[src/rtl/sched_pkg.sv]
package sched_pkg;

    localparam int INSTR_W = 32;

    typedef logic [INSTR_W-1:0] instr_t;

    typedef struct packed {
        logic   pair;
        instr_t v;
        instr_t u;
    } bundle_t;

    // circular add: (a + b) mod n, for a < n and b < n
    function automatic int unsigned wrap_add(input int unsigned a,
                                             input int unsigned b,
                                             input int unsigned n);
        int unsigned s;
        s = a + b;
        return (s >= n) ? s - n : s;
    endfunction

endpackage

[src/rtl/ctx_buffer.sv]
module ctx_buffer
    import sched_pkg::*;
#(
    parameter int DEPTH = 2,
    localparam int PW = (DEPTH > 1) ? $clog2(DEPTH) : 1,
    localparam int NW = $clog2(DEPTH + 1)
) (
    input  logic    clk,
    input  logic    rst,
    input  logic    push,
    input  logic    pop,
    input  bundle_t din,
    output bundle_t head,
    output logic    nonempty,
    output logic    notfull
);

    bundle_t         mem [DEPTH];
    logic [PW-1:0]   rd_q, wr_q;
    logic [NW-1:0]   cnt_q;

    function automatic logic [PW-1:0] step_ptr(input logic [PW-1:0] p);
        return (p == PW'(DEPTH - 1)) ? '0 : p + 1'b1;
    endfunction

    always_ff @(posedge clk) begin
        if (rst) begin
            rd_q  <= '0;
            wr_q  <= '0;
            cnt_q <= '0;
            for (int i = 0; i < DEPTH; i++) mem[i] <= '0;
        end else begin
            if (push) begin
                mem[wr_q] <= din;
                wr_q      <= step_ptr(wr_q);
            end
            if (pop) rd_q <= step_ptr(rd_q);
            case ({push, pop})
                2'b10:   cnt_q <= cnt_q + 1'b1;
                2'b01:   cnt_q <= cnt_q - 1'b1;
                default: cnt_q <= cnt_q;
            endcase
        end
    end

    assign head     = mem[rd_q];
    assign nonempty = (cnt_q != '0);
    assign notfull  = (cnt_q != NW'(DEPTH));

endmodule

[src/rtl/rr_picker.sv]
module rr_picker
    import sched_pkg::*;
#(
    parameter int NCTX = 4,
    localparam int CW = (NCTX > 1) ? $clog2(NCTX) : 1
) (
    input  logic [NCTX-1:0] elig,
    input  logic [CW-1:0]   start,
    output logic            gnt_valid,
    output logic [CW-1:0]   gnt_idx
);

    always_comb begin
        gnt_valid = 1'b0;
        gnt_idx   = '0;
        for (int k = 0; k < NCTX; k++) begin
            int unsigned c;
            c = wrap_add(32'(start), k, NCTX);
            if (!gnt_valid && elig[c]) begin
                gnt_valid = 1'b1;
                gnt_idx   = CW'(c);
            end
        end
    end

endmodule

[src/rtl/issue_sched.sv]
module issue_sched
    import sched_pkg::*;
#(
    parameter int NCTX  = 4,
    parameter int DEPTH = 2,
    localparam int CW = (NCTX > 1) ? $clog2(NCTX) : 1
) (
    input  logic                       clk,
    input  logic                       rst,
    input  logic                       fill_valid,
    input  logic [CW-1:0]              fill_ctx,
    input  logic [sched_pkg::INSTR_W-1:0] fill_u,
    input  logic [sched_pkg::INSTR_W-1:0] fill_v,
    input  logic                       fill_pair,
    output logic [NCTX-1:0]            fill_ready,
    input  logic [NCTX-1:0]            stall,
    output logic                       iss_valid,
    output logic [CW-1:0]              iss_ctx,
    output logic [sched_pkg::INSTR_W-1:0] iss_u,
    output logic                       iss_v_valid,
    output logic [sched_pkg::INSTR_W-1:0] iss_v
);

    bundle_t          fill_b;
    bundle_t          head [NCTX];
    bundle_t          sel_b;
    logic [NCTX-1:0]  nonempty, notfull, push, pop;
    logic [NCTX-1:0]  blocked, elig;
    logic [CW-1:0]    rr_ptr, last_idx;
    logic             last_vld;
    logic             gnt_valid;
    logic [CW-1:0]    gnt_idx;

    assign fill_b = '{pair: fill_pair, v: fill_v, u: fill_u};

    for (genvar g = 0; g < NCTX; g++) begin : g_ctx
        assign push[g]    = fill_valid && (fill_ctx == CW'(g)) && notfull[g];
        assign pop[g]     = gnt_valid && (gnt_idx == CW'(g));
        assign blocked[g] = last_vld && (last_idx == CW'(g));
        ctx_buffer #(.DEPTH(DEPTH)) u_buf (
            .clk      (clk),
            .rst      (rst),
            .push     (push[g]),
            .pop      (pop[g]),
            .din      (fill_b),
            .head     (head[g]),
            .nonempty (nonempty[g]),
            .notfull  (notfull[g])
        );
    end

    assign elig = nonempty & ~stall & ~blocked;

    rr_picker #(.NCTX(NCTX)) u_pick (
        .elig      (elig),
        .start     (rr_ptr),
        .gnt_valid (gnt_valid),
        .gnt_idx   (gnt_idx)
    );

    always_ff @(posedge clk) begin
        if (rst) begin
            rr_ptr   <= '0;
            last_vld <= 1'b0;
            last_idx <= '0;
        end else begin
            last_vld <= gnt_valid;
            if (gnt_valid) begin
                last_idx <= gnt_idx;
                rr_ptr   <= CW'(wrap_add(32'(gnt_idx), 1, NCTX));
            end
        end
    end

    assign sel_b       = head[gnt_idx];
    assign fill_ready  = notfull;
    assign iss_valid   = gnt_valid;
    assign iss_ctx     = gnt_idx;
    assign iss_u       = gnt_valid ? sel_b.u : '0;
    assign iss_v_valid = gnt_valid && sel_b.pair;
    assign iss_v       = (gnt_valid && sel_b.pair) ? sel_b.v : '0;

endmodule

[config.mk]
export PLATFORM = sky130hd
export DESIGN_NAME = issue_sched
export DESIGN_NICKNAME = d
export VERILOG_FILES = /design/src/rtl/sched_pkg.sv /design/src/rtl/ctx_buffer.sv /design/src/rtl/rr_picker.sv /design/src/rtl/issue_sched.sv
export SDC_FILE = /design/constraint.sdc
export NUM_CORES = 1
export LEC_CHECK = 0
export BUFFER_PORTS_ARGS = -buffer_cell sky130_fd_sc_hd__buf_2
export CAP_MARGIN = 25
export CORE_ASPECT_RATIO = 2
export CORE_MARGIN = 10
export CORE_UTILIZATION = 55
export DETAILED_ROUTE_END_ITERATION = 10
export PLACE_DENSITY = 0.84
export SLEW_MARGIN = 20
export SYNTH_ARGS = -nofsm -noshare
export SYNTH_HDL_FRONTEND = slang
export SYNTH_SLANG_ARGS = --single-unit
[constraint.sdc]
create_clock -name clk -period 7.2 [get_ports clk]
set_input_delay 0.36 -clock clk [delete_from_list [all_inputs] [get_ports clk]]
set_output_delay 0.36 -clock clk [all_outputs]
set_load 0.05 [all_outputs]
==> impl_metrics.yaml, run 1 <==
placement:
  place_congestion: 0.827
  port_buffers: 145
  hpwl_um: 39600
worst_setup_path:
  crit_slowest_cell: "buf_4"
  cp.arrival_ns: 4.36
  rr_startpoint: "last_vld"
  startpoint: "last_idx[0]"
  worst-path-buf-inv: 4
  cpPeakStageDelay_ns: 0.75
  crit_path_end: "iss_v[27]"
  r2r-end: "g_ctx[3].u_buf.cnt_q[1]"
  path_delay_family: "buffers and inverters"
  worstPathRequired_ns: 6.84
  crit_chain: "nand3_1, a22oi_2, buf_4, nor2_4, clkinv_2, buf_4, o211ai_1, a211oi_2, buf_2"
  cp.depth: 9
  cp_max_fo: 75
  r2r_slack_ns: 3.05
  cp_common_cell: "buf_4"
  critPathKind: "reg -> out"
  crit_path_end_kind: "output port"
  start_kind: "flip-flop"
  rr_worst_depth: 11
cts:
  cts_max_path_buffers: 3
  cts-root-buf: "clkbuf_16"
  ctsResizeCount: 0
  clk_latency_ns: 0.58
  cts_setup_buffers: 0
  cts_tree: "done"
  hold_buffers: 0
  cts.sinks: 545
  htreeDepth: 2
  cts_buffers: 44
  clk_pin_slew_ns: 0.07
layout:
  final_nets: 2075
  area_growth_pct: 10.6
  drive_gt1_share_pct: 20.8
synthesis:
  syn_avg_cell_area_um2: 13.4
  netlist_instances: 1922
  ys_types: 48
  synth_fa_ha_area_share_pct: 0.388
  synth_compound_area_share_pct: 7.98
  synth-seq-area-share_pct: 62.4
  yosys_register_bits: 545
  synth_edf_count: 520
  synth_largest_area_cell: "edfxtp_1"
  yosys.area_share.simple_pct: 15.1
  yosys_warnings: 0
  yosysTopAreaCellShare_pct: 60.5
  synth_area_leaders: "edfxtp_1 60%, and2_1 13%, mux2i_1 6.0%, mux2_2 4.9%, o211ai_1 3.3%"
  synth-xor-area-share_pct: 0.543
  synth_most_common_cell: "and2_1"
  synthArstFlopShare_pct: 0
  synth_area_um2: 25800
  synthesis.nets: 2004
  synth_top_family_by_area: "simple AND/OR/NAND/NOR gates"
  synth_mux_area_share_pct: 10.9
  synthTopCellsByCount: "525 x and2_1, 520 x edfxtp_1, 156 x mux2i_1, 122 x clkbuf_1"
  synthFlopType: "edfxtp_1"
hold_path:
  hp-class: "in -> reg"
timing:
  slew_headroom_pct: 25.5
  fin_crit_sh_pct: 65.6
  hold_viol: 0
  maxSlewViolCount: 0
  tns_ns: 0
  max_slew.worst_pin.slew_ns: 1.12
  period_needed_ns: 4.72
  fmax_ghz: 0.212
  fin_worst_skew_ns: 0.0281
  setup_viol: 0
  rsz0062_at_grt: "false"
drt:
  wl_per_cell_um: 26.4
  drc: 0
  viasPerCell: 6.23
  top_layer: "met5"
  wl_um: 70100
  wl_met2_um: 37900
  vias: 16553
  firstDrtPassIters: 5
  drt_iter0_drc: 1426
  antenna_left: 0
  wl_met1_um: 23900
  met3_length_um: 4940
grt:
  gr-usage-all-layers_pct: 24.3
  grt_pass1_vias: 17851
  antenna_found_initial: 11
  grt_overflow: 0
  grt_max_degree: 76
  grt_pass1_wl_um: 105000
floorplan:
  start_util_pct: 55.5
  die_width_um: 173
  num_rows: 112
  die_h_um: 326
  core_area_um2: 46500
  die-area_um2: 56500
  pin_count: 146
pwr:
  leakage_nw: 10.2
  clock_power_share_pct: 29.7
  p_switching_w: 0.00283
  p_sw_share_pct: 33.6
  pwr-share-seq_pct: 44.7
  power.density_nw_per_um2: 295
  p_int_w: 0.00559
  p_comb_share_pct: 25.6
  power_w: 0.00841
  vdd.ir_drop.worst_mv: 0.219
flow_run:
  drv_cap: 0
run_status:
  outcome: "complete, no violations"
## logic make-up (layout without fill, tap and decap cells)
family                   after synthesis  count (layout)
AO/OA/AOI/OAI                        281             281
XOR/XNOR                              16              16
adder cells (fa/ha/maj)                8               8
buffers and inverters                159             265
flip-flops                           545             545
multiplexers                         268             268
other                                  0               4
AND/OR/NAND/NOR                      645             645
## per-layer routing
metal  vias to the layer above  track usage, %
li1                       7144               -
met1                      8388            25.2
met2                       798            45.7
met3                       211            4.33
met4                        12            12.7
met5                         -               0
## metrics by stage
stage / instance area, µm² / setup WS (ns) / std cells / hold slack (ns) / utilization, %
after floorplan: 25800 / 2.90 / 1922 / 0.445 / -
after global placement: 27100 / 3.12 / 2573 / 0.471 / 58.2
after detailed placement: 27100 / 2.99 / 2574 / 0.481 / 58.2
after CTS: 28500 / 2.54 / 2655 / 0.125 / 61.3
after global routing: 28500 / 2.31 / 2657 / 0.153 / 61.3
final: 28500 / 2.48 / 2659 / 0.138 / 61.4
## registers in the layout, summed over array words and instances (netlist names), named ones only
name,count
g_ctx.u_buf.mem,520
last_vld,1
last_idx,2
g_ctx.u_buf.rd_q,4
rr_ptr,2
g_ctx.u_buf.cnt_q,8
g_ctx.u_buf.wr_q,4
## final cells by class
cell class / instances / area [µm²]
fillers: 3459 / 18000
flip-flops and latches: 545 / 16100
multi-input cells: 1218 / 9160
clock buffers: 59 / 1200
repair buffers: 179 / 981
well taps: 627 / 785
clock inverters: 22 / 260
inverters: 5 / 21.3
diodes: 4 / 10.0
## worst register-to-register path, stage by stage, from the launching register on
cell      delay (ns)
dfxtp_1         0.40
nor3b_1         0.46
nor3_1          0.10
o21ai_1         0.47
nand2_4         0.41
clkinv_2        0.20
buf_4           0.76
ha_1            0.32
and2_1          0.16
ha_1            0.27
or3_1           0.36
a21oi_1         0.16
## power groups by stage
| stage | logic [W] | registers (W) | clock network [W] |
|---|---|---|---|
| global route | 0.00225 | 0.00377 | 0.00262 |
| floorplan | 0.00149 | 0.00376 | 0 |
| finish | 0.00216 | 0.00376 | 0.00250 |
| CTS | 0.00213 | 0.00376 | 0.00251 |
| detailed placement | 0.00212 | 0.00383 | 0 |
| global placement | 0.00207 | 0.00381 | 0 |
## worst min-delay path by stage
stage	cells after the start	from	slack (ns)	endpoint
3_5_place_dp	2	rr_ptr[0]	0.48	rr_ptr[0]
5_1_grt	2	fill_u[31]	0.15	g_ctx[2].u_buf.mem[0][31]
2_1_floorplan	2	rr_ptr[1]	0.45	rr_ptr[1]
4_1_cts	2	fill_u[31]	0.12	g_ctx[2].u_buf.mem[1][31]
6_report	2	fill_u[31]	0.14	g_ctx[2].u_buf.mem[1][31]
3_3_place_gp	2	rr_ptr[1]	0.47	rr_ptr[1]
## placed cells by master (no fill, tap or decap), types with 6 or more instances in the layout
cell type | netlist | layout
and2_1 | 525 | 525
edfxtp_1 | 520 | 520
mux2i_1 | 156 | 156
buf_2 | 18 | 145
mux2_2 | 112 | 112
o211ai_1 | 112 | 112
o21ai_0 | 75 | 75
clkbuf_16 | 0 | 45
nand3_1 | 43 | 43
buf_4 | 9 | 34
a21oi_1 | 32 | 32
a211oi_2 | 29 | 29
nand2_1 | 24 | 23
dfxtp_1 | 25 | 21
nor2_1 | 20 | 20
clkbuf_1 | 122 | 12
clkinv_2 | 0 | 10
a32o_1 | 9 | 8
xor2_1 | 8 | 8
xnor2_1 | 8 | 8
ha_1 | 8 | 8
bufinv_16 | 0 | 6
clkinv_1 | 0 | 6
Note: power is estimated with default switching activity, not from simulation.
==> run 2, diff against run 1 <==
- clock period: 7.2 -> 4.45 ns (I/O delays scaled with it)
==> run 2 against run 1 <==
Compared with the run above: die area unchanged; via count decreased by 0.15%; non-clock buffer count increased by 17; total power increased by 58%; first-iteration DRC count increased by 1.5%; sequential cell count unchanged; sequential share of layout area decreased by 0.059 points; clock power increased by 46%; register-to-register slack got worse by 2.0 ns; worst hold slack got worse by 0.13 ns; core utilization increased by 0.065 points; critical path type unchanged; largest cell class unchanged.
==> impl_metrics.yaml, run 2 (synthesis results as in run 1) <==
worst_setup_path:
  crit_chain: "nor3b_1, or3_4, a32o_2, nand3_1, a32oi_4, buf_4, a211oi_2, buf_2"
  crit_path_end_kind: "output port"
  cp.arrival_ns: 4.02
  critPathKind: "reg -> out"
  crit_slowest_cell: "a32oi_4"
  cp_max_fo: 17
  worstPathRequired_ns: 4.23
  start_kind: "flip-flop"
  cpPeakStageDelay_ns: 0.86
run_status:
  outcome: "complete, no violations"
drt:
  drc: 0
  drt_iter0_drc: 1447
  wl_per_cell_um: 26.0
  viasPerCell: 6.18
  vias: 16528
  firstDrtPassIters: 6
  wl_um: 69600
  antenna_left: 0
grt:
  gr-usage-all-layers_pct: 24.1
  grt_pass1_wl_um: 105000
  grt_overflow: 0
  antenna_found_initial: 7
  grt_pass1_vias: 17566
  grt_max_degree: 66
placement:
  place_congestion: 0.842
  hpwl_um: 40900
  port_buffers: 145
  placed_area_um2: 27200
cts:
  htreeDepth: 2
  clk_pin_slew_ns: 0.07
  clk_latency_ns: 0.56
  cts-root-buf: "clkbuf_16"
  cts_tree: "done"
  cts.sinks: 545
  cts_max_path_buffers: 3
  cts_buffers: 45
  ctsResizeCount: 0
floorplan:
  die-area_um2: 56500
  num_rows: 112
  start_util_pct: 55.5
  pin_count: 146
  die_width_um: 173
  core_area_um2: 46500
  die_h_um: 326
layout:
  regArea_um2: 16100
  nFillCells: 3512
  final_nets: 2093
  final_common_cell: "and2_1"
  drive_gt1_share_pct: 21.0
  final_core_utilization_pct: 61.4
  multiInputGateArea_um2: 9160
  final_cell_mix: "525 x and2_1, 520 x edfxtp_1, 156 x mux2i_1, 145 x buf_2"
  largest_reg_flops: 520
  top_regs: "g_ctx.u_buf.mem x520, g_ctx.u_buf.cnt_q x8"
  fin_area_um2: 28600
  largest-register: "g_ctx.u_buf.mem"
  area_growth_pct: 10.7
timing:
  hold_ws_ns: 0.0111
  fin_crit_sh_pct: 95.4
  rsz0062_at_grt: "false"
  period_needed_ns: 4.24
  fmax_ghz: 0.236
  max_slew.worst_pin.slew_ns: 0.962
  hold_viol: 0
  tns_ns: 0
  fin_worst_skew_ns: 0.00998
  setup_viol: 0
  slew_headroom_pct: 35.8
  maxSlewViolCount: 0
pwr:
  power.density_nw_per_um2: 465
  power_w: 0.0133
  leakage_nw: 10.2
  vdd.ir_drop.worst_mv: 0.376
flow_run:
  drv_cap: 0
hold_path:
  hp-class: "in -> reg"
run 2: cell count changes in the layout (fill, tap and decap cells not counted), moves of 2 or more:
| cell | change |
|---|---|
| buf_12 | +4 |
| diode_2 | +2 |
| clkinv_1 | +2 |
| inv_6 | -2 |
| buf_4 | +10 |
| dlygate4sd3_1 | +3 |
| clkbuf_8 | -2 |
| bufinv_16 | -5 |
run 2: through the flow:
stage | setup WS [ns] | cells
2_1_floorplan | 0.147 | 1922
3_3_place_gp | 1.01 | 2588
3_5_place_dp | 0.934 | 2588
4_1_cts | 0.337 | 2668
5_1_grt | 0.181 | 2672
6_report | 0.206 | 2674
run 2: final cells by class:
cell class / count / share of cell area [%]
Tap cell: 627 / 2.75
Clock buffer: 58 / 4.11
Clock inverter: 19 / 0.433
Sequential cell: 545 / 56.4
Antenna cell: 6 / 0.0525
Multi-Input combinational cell: 1218 / 32.1
Inverter: 5 / 0.0744
Timing Repair Buffer: 196 / 4.08
run 2: worst paths after layout:
check	start	to	slack, ns	cells past startpoint
hold reg to reg	g_ctx[3].u_buf.cnt_q[1]	g_ctx[3].u_buf.cnt_q[1]	0.51	2
setup / recovery	last_vld	iss_v[26]	0.21	8
hold / removal	fill_u[7]	g_ctx[2].u_buf.mem[0][7]	0.01	2
setup reg to reg	last_idx[1]	g_ctx[0].u_buf.cnt_q[1]	1.06	10
run 2: power by group:
part           total [W]  internal (W)  switching [W]  leakage [nW]
combinational    0.00360      0.000954        0.00264          3.92
sequential       0.00604       0.00590       0.000142          5.62
clock            0.00366       0.00192        0.00174         0.635
run 2: critical path: cells and delay by family (launching register included):
| kind | cells | cell delay, ns |
|---|---|---|
| AO/OA/AOI/OAI | 3 | 1.49 |
| AND/OR/NAND/NOR | 3 | 0.95 |
| buffers and inverters | 2 | 0.61 |
| flip-flops | 1 | 0.40 |
run 2: repair_timing:
item / 4_1_cts / 5_1_grt
hold buffers: 3 / 0
hold endpoints to repair: 11 / 0
buffers inserted: 0 / 0
run 2: routing by layer:
metal	track usage, %	part of all wire, %	up-vias
li1	-	-	7183
met1	25.1	33	8276
met2	45.6	54	835
met3	3.69	7.2	230
met4	12.7	5.0	4
met5	0	0.039	-
==> run 3, diff against run 2 <==
- ABC_AREA: unset -> 1
==> run 3 against run 2 <==
Compared with the run above: area after synthesis down 2.9%; worst setup slack better by 0.015 ns; worst hold slack better by 0.035 ns; die area is 2.7% lower; non-clock buffer count is 13 lower; maximum frequency increased by 0.36%; synthesized cell count is 27% higher; clock-buffer cell count is 3 lower; sequential share of layout area up 1.8 points.
==> impl_metrics.yaml, run 3 <==
timing:
  rsz0062_at_grt: "false"
  setup_viol: 0
  max_slew.worst_pin.slew_ns: 1.07
  fin_worst_skew_ns: 0.0254
  slew_headroom_pct: 28.5
  fmax_ghz: 0.236
  maxSlewViolCount: 0
  tns_ns: 0
  period_needed_ns: 4.23
  hold_viol: 0
  fin_crit_sh_pct: 95.0
cts:
  cts_tree: "done"
  clk_pin_slew_ns: 0.07
  hold_buffers: 1
  htreeDepth: 2
  cts-root-buf: "clkbuf_16"
  cts_max_path_buffers: 3
  cts_buffers: 44
  ctsResizeCount: 0
  cts.sinks: 545
  clk_latency_ns: 0.58
  cts_setup_buffers: 0
worst_setup_path:
  cp.depth: 16
  worst-path-buf-inv: 2
  path_delay_family: "simple AND/OR/NAND/NOR gates"
  cp_common_cell: "nand2_1"
  cpPeakStageDelay_ns: 0.48
  cp_max_fo: 34
  crit_slowest_cell: "buf_4"
  start_kind: "flip-flop"
  crit_path_end_kind: "output port"
  cp.arrival_ns: 4.01
  crit_chain: "nor2_1, nor2_1, nand3_1, nand2_1, nand2_1, nand2_1, nand2_4, nand2_2, nand2_1, nand3_4, buf_4, nand2_1, nand3_1, nand2_1, nor2_1, buf_2"
  worstPathRequired_ns: 4.23
  critPathKind: "reg -> out"
  rr_worst_depth: 18
synthesis:
  synthArstFlopShare_pct: 0
  synthesis.nets: 2529
  synth_area_um2: 25100
  synth_largest_area_cell: "edfxtp_1"
  synthFlopType: "edfxtp_1"
  synth_most_common_cell: "nor2_1"
  yosysTopAreaCellShare_pct: 62.3
  yosys_warnings: 0
  syn_avg_cell_area_um2: 10.2
  netlist_instances: 2447
  synth-seq-area-share_pct: 64.3
  synth_area_leaders: "edfxtp_1 62%, nor2_1 10%, nand2_1 6.7%, mux2_2 5.1%, nand3_1 4.5%"
  yosys_register_bits: 545
  ys_types: 29
  synthTopCellsByCount: "681 x nor2_1, 520 x edfxtp_1, 449 x nand2_1, 224 x nand3_1, 114 x mux2_2"
  synth_edf_count: 520
layout:
  final_cell_mix: "681 x nor2_1, 520 x edfxtp_1, 437 x nand2_1, 220 x nand3_1, 144 x buf_2"
  antenna_cells: 0
  top_regs: "g_ctx.u_buf.mem x520, g_ctx.u_buf.cnt_q x8"
  nFillCells: 3344
  final_nets: 2594
  drive_gt1_share_pct: 15.6
  final_core_utilization_pct: 61.5
  largest-register: "g_ctx.u_buf.mem"
  area_growth_pct: 10.5
  final_common_cell: "nor2_1"
  largest_reg_flops: 520
hold_path:
  hold_depth: 3
  hp-class: "in -> reg"
floorplan:
  core_area_um2: 45000
  pin_count: 146
  die_h_um: 322
  start_util_pct: 55.7
  die_width_um: 171
  num_rows: 110
  die-area_um2: 55000
grt:
  grt_max_degree: 147
  antenna_found_initial: 0
  grt_pass1_wl_um: 107000
  gr-usage-all-layers_pct: 25.4
  grt_pass1_vias: 19449
  grt_overflow: 0
flow_run:
  drv_cap: 0
drt:
  drc: 0
  antenna_left: 0
  firstDrtPassIters: 8
  wl_per_cell_um: 22.9
  met3_length_um: 6800
  vias: 18853
  wl_um: 71100
  drt_iter0_drc: 2311
  wl_met1_um: 22400
  wl_met2_um: 37400
  viasPerCell: 6.07
  top_layer: "met4"
placement:
  place_congestion: 0.877
  hpwl_um: 40300
  port_buffers: 145
run_status:
  outcome: "complete, no violations"
run 3: changes by cell type after synthesis, sizes merged, moves of 112 or more:
cell	previous run	this run
nor2	22	681
and2	525	0
nand2	24	456
nand3	43	229
mux2i	156	17
o211ai	112	0
run 3: final timing paths:
check	from	end	slack, ns
worst max-delay path	g_ctx[1].u_buf.cnt_q[0]	iss_u[0]	0.22
worst min-delay path	fill_u[3]	g_ctx[1].u_buf.mem[1][3]	0.05
worst min register to register	g_ctx[1].u_buf.rd_q	flip-flop	0.46
worst max register to register	rr_ptr[0]	g_ctx[1].u_buf.cnt_q[1]	0.83
run 3: cell type report:
cell class	instances	area, µm²	share of cell area (%)
Inverter	101	384	1.39
Clock inverter	25	240	0.867
Sequential cell	545	16100	58.2
Multi-Input combinational cell	1637	7920	28.6
Tap cell	560	701	2.53
Clock buffer	55	1140	4.12
Timing Repair Buffer	183	1170	4.24
run 3: cells by family (layout without fill, tap and decap cells):
| family | after synthesis | count (layout) | synth area share [%] |
|---|---|---|---|
| buffers and inverters | 265 | 364 | 4.69 |
| adders and majority gates | 8 | 8 | 0.399 |
| muxes | 131 | 131 | 5.80 |
| AOI/OAI and AO/OA | 97 | 97 | 1.98 |
| DFF | 545 | 545 | 64.3 |
| and+or+nand+nor | 1396 | 1396 | 22.6 |
| xor gates and xnor gates | 5 | 5 | 0.205 |
run 3: worst reg2reg max path, delay by kind of cell, from the launching register on:
family,cells,cell delay (ns)
simple gates,9,1.07
buf+inv,3,0.78
fa+ha+maj,2,0.57
flops,1,0.56
compound gates,4,0.51
run 3: layer usage:
layer | GRT usage, % | vias up
met4 | 16.5 | 0
met3 | 4.33 | 344
met2 | 46.2 | 1299
li1 | - | 8317
met1 | 26.1 | 8893
met5 | 0 | -
run 3: per-stage QoR:
| stage | cells | instance area [µm²] | setup WS [ns] | hold slack (ns) |
|---|---|---|---|---|
| 2_1_floorplan | 2447 | 25100 | 1.20 | 0.426 |
| 5_1_grt | 3106 | 27700 | 0.0429 | 0.0742 |
| 4_1_cts | 3103 | 27600 | 0.435 | 0.0387 |
| 3_3_place_gp | 3018 | 26100 | 1.22 | 0.428 |
| 3_5_place_dp | 3022 | 26200 | 1.08 | 0.433 |
| 6_report | 3106 | 27700 | 0.222 | 0.0465 |
Power of run 3 is left out: the tool's default activity adds up to more than one toggle a clock period on the data nets, which glitch-free logic cannot reach.
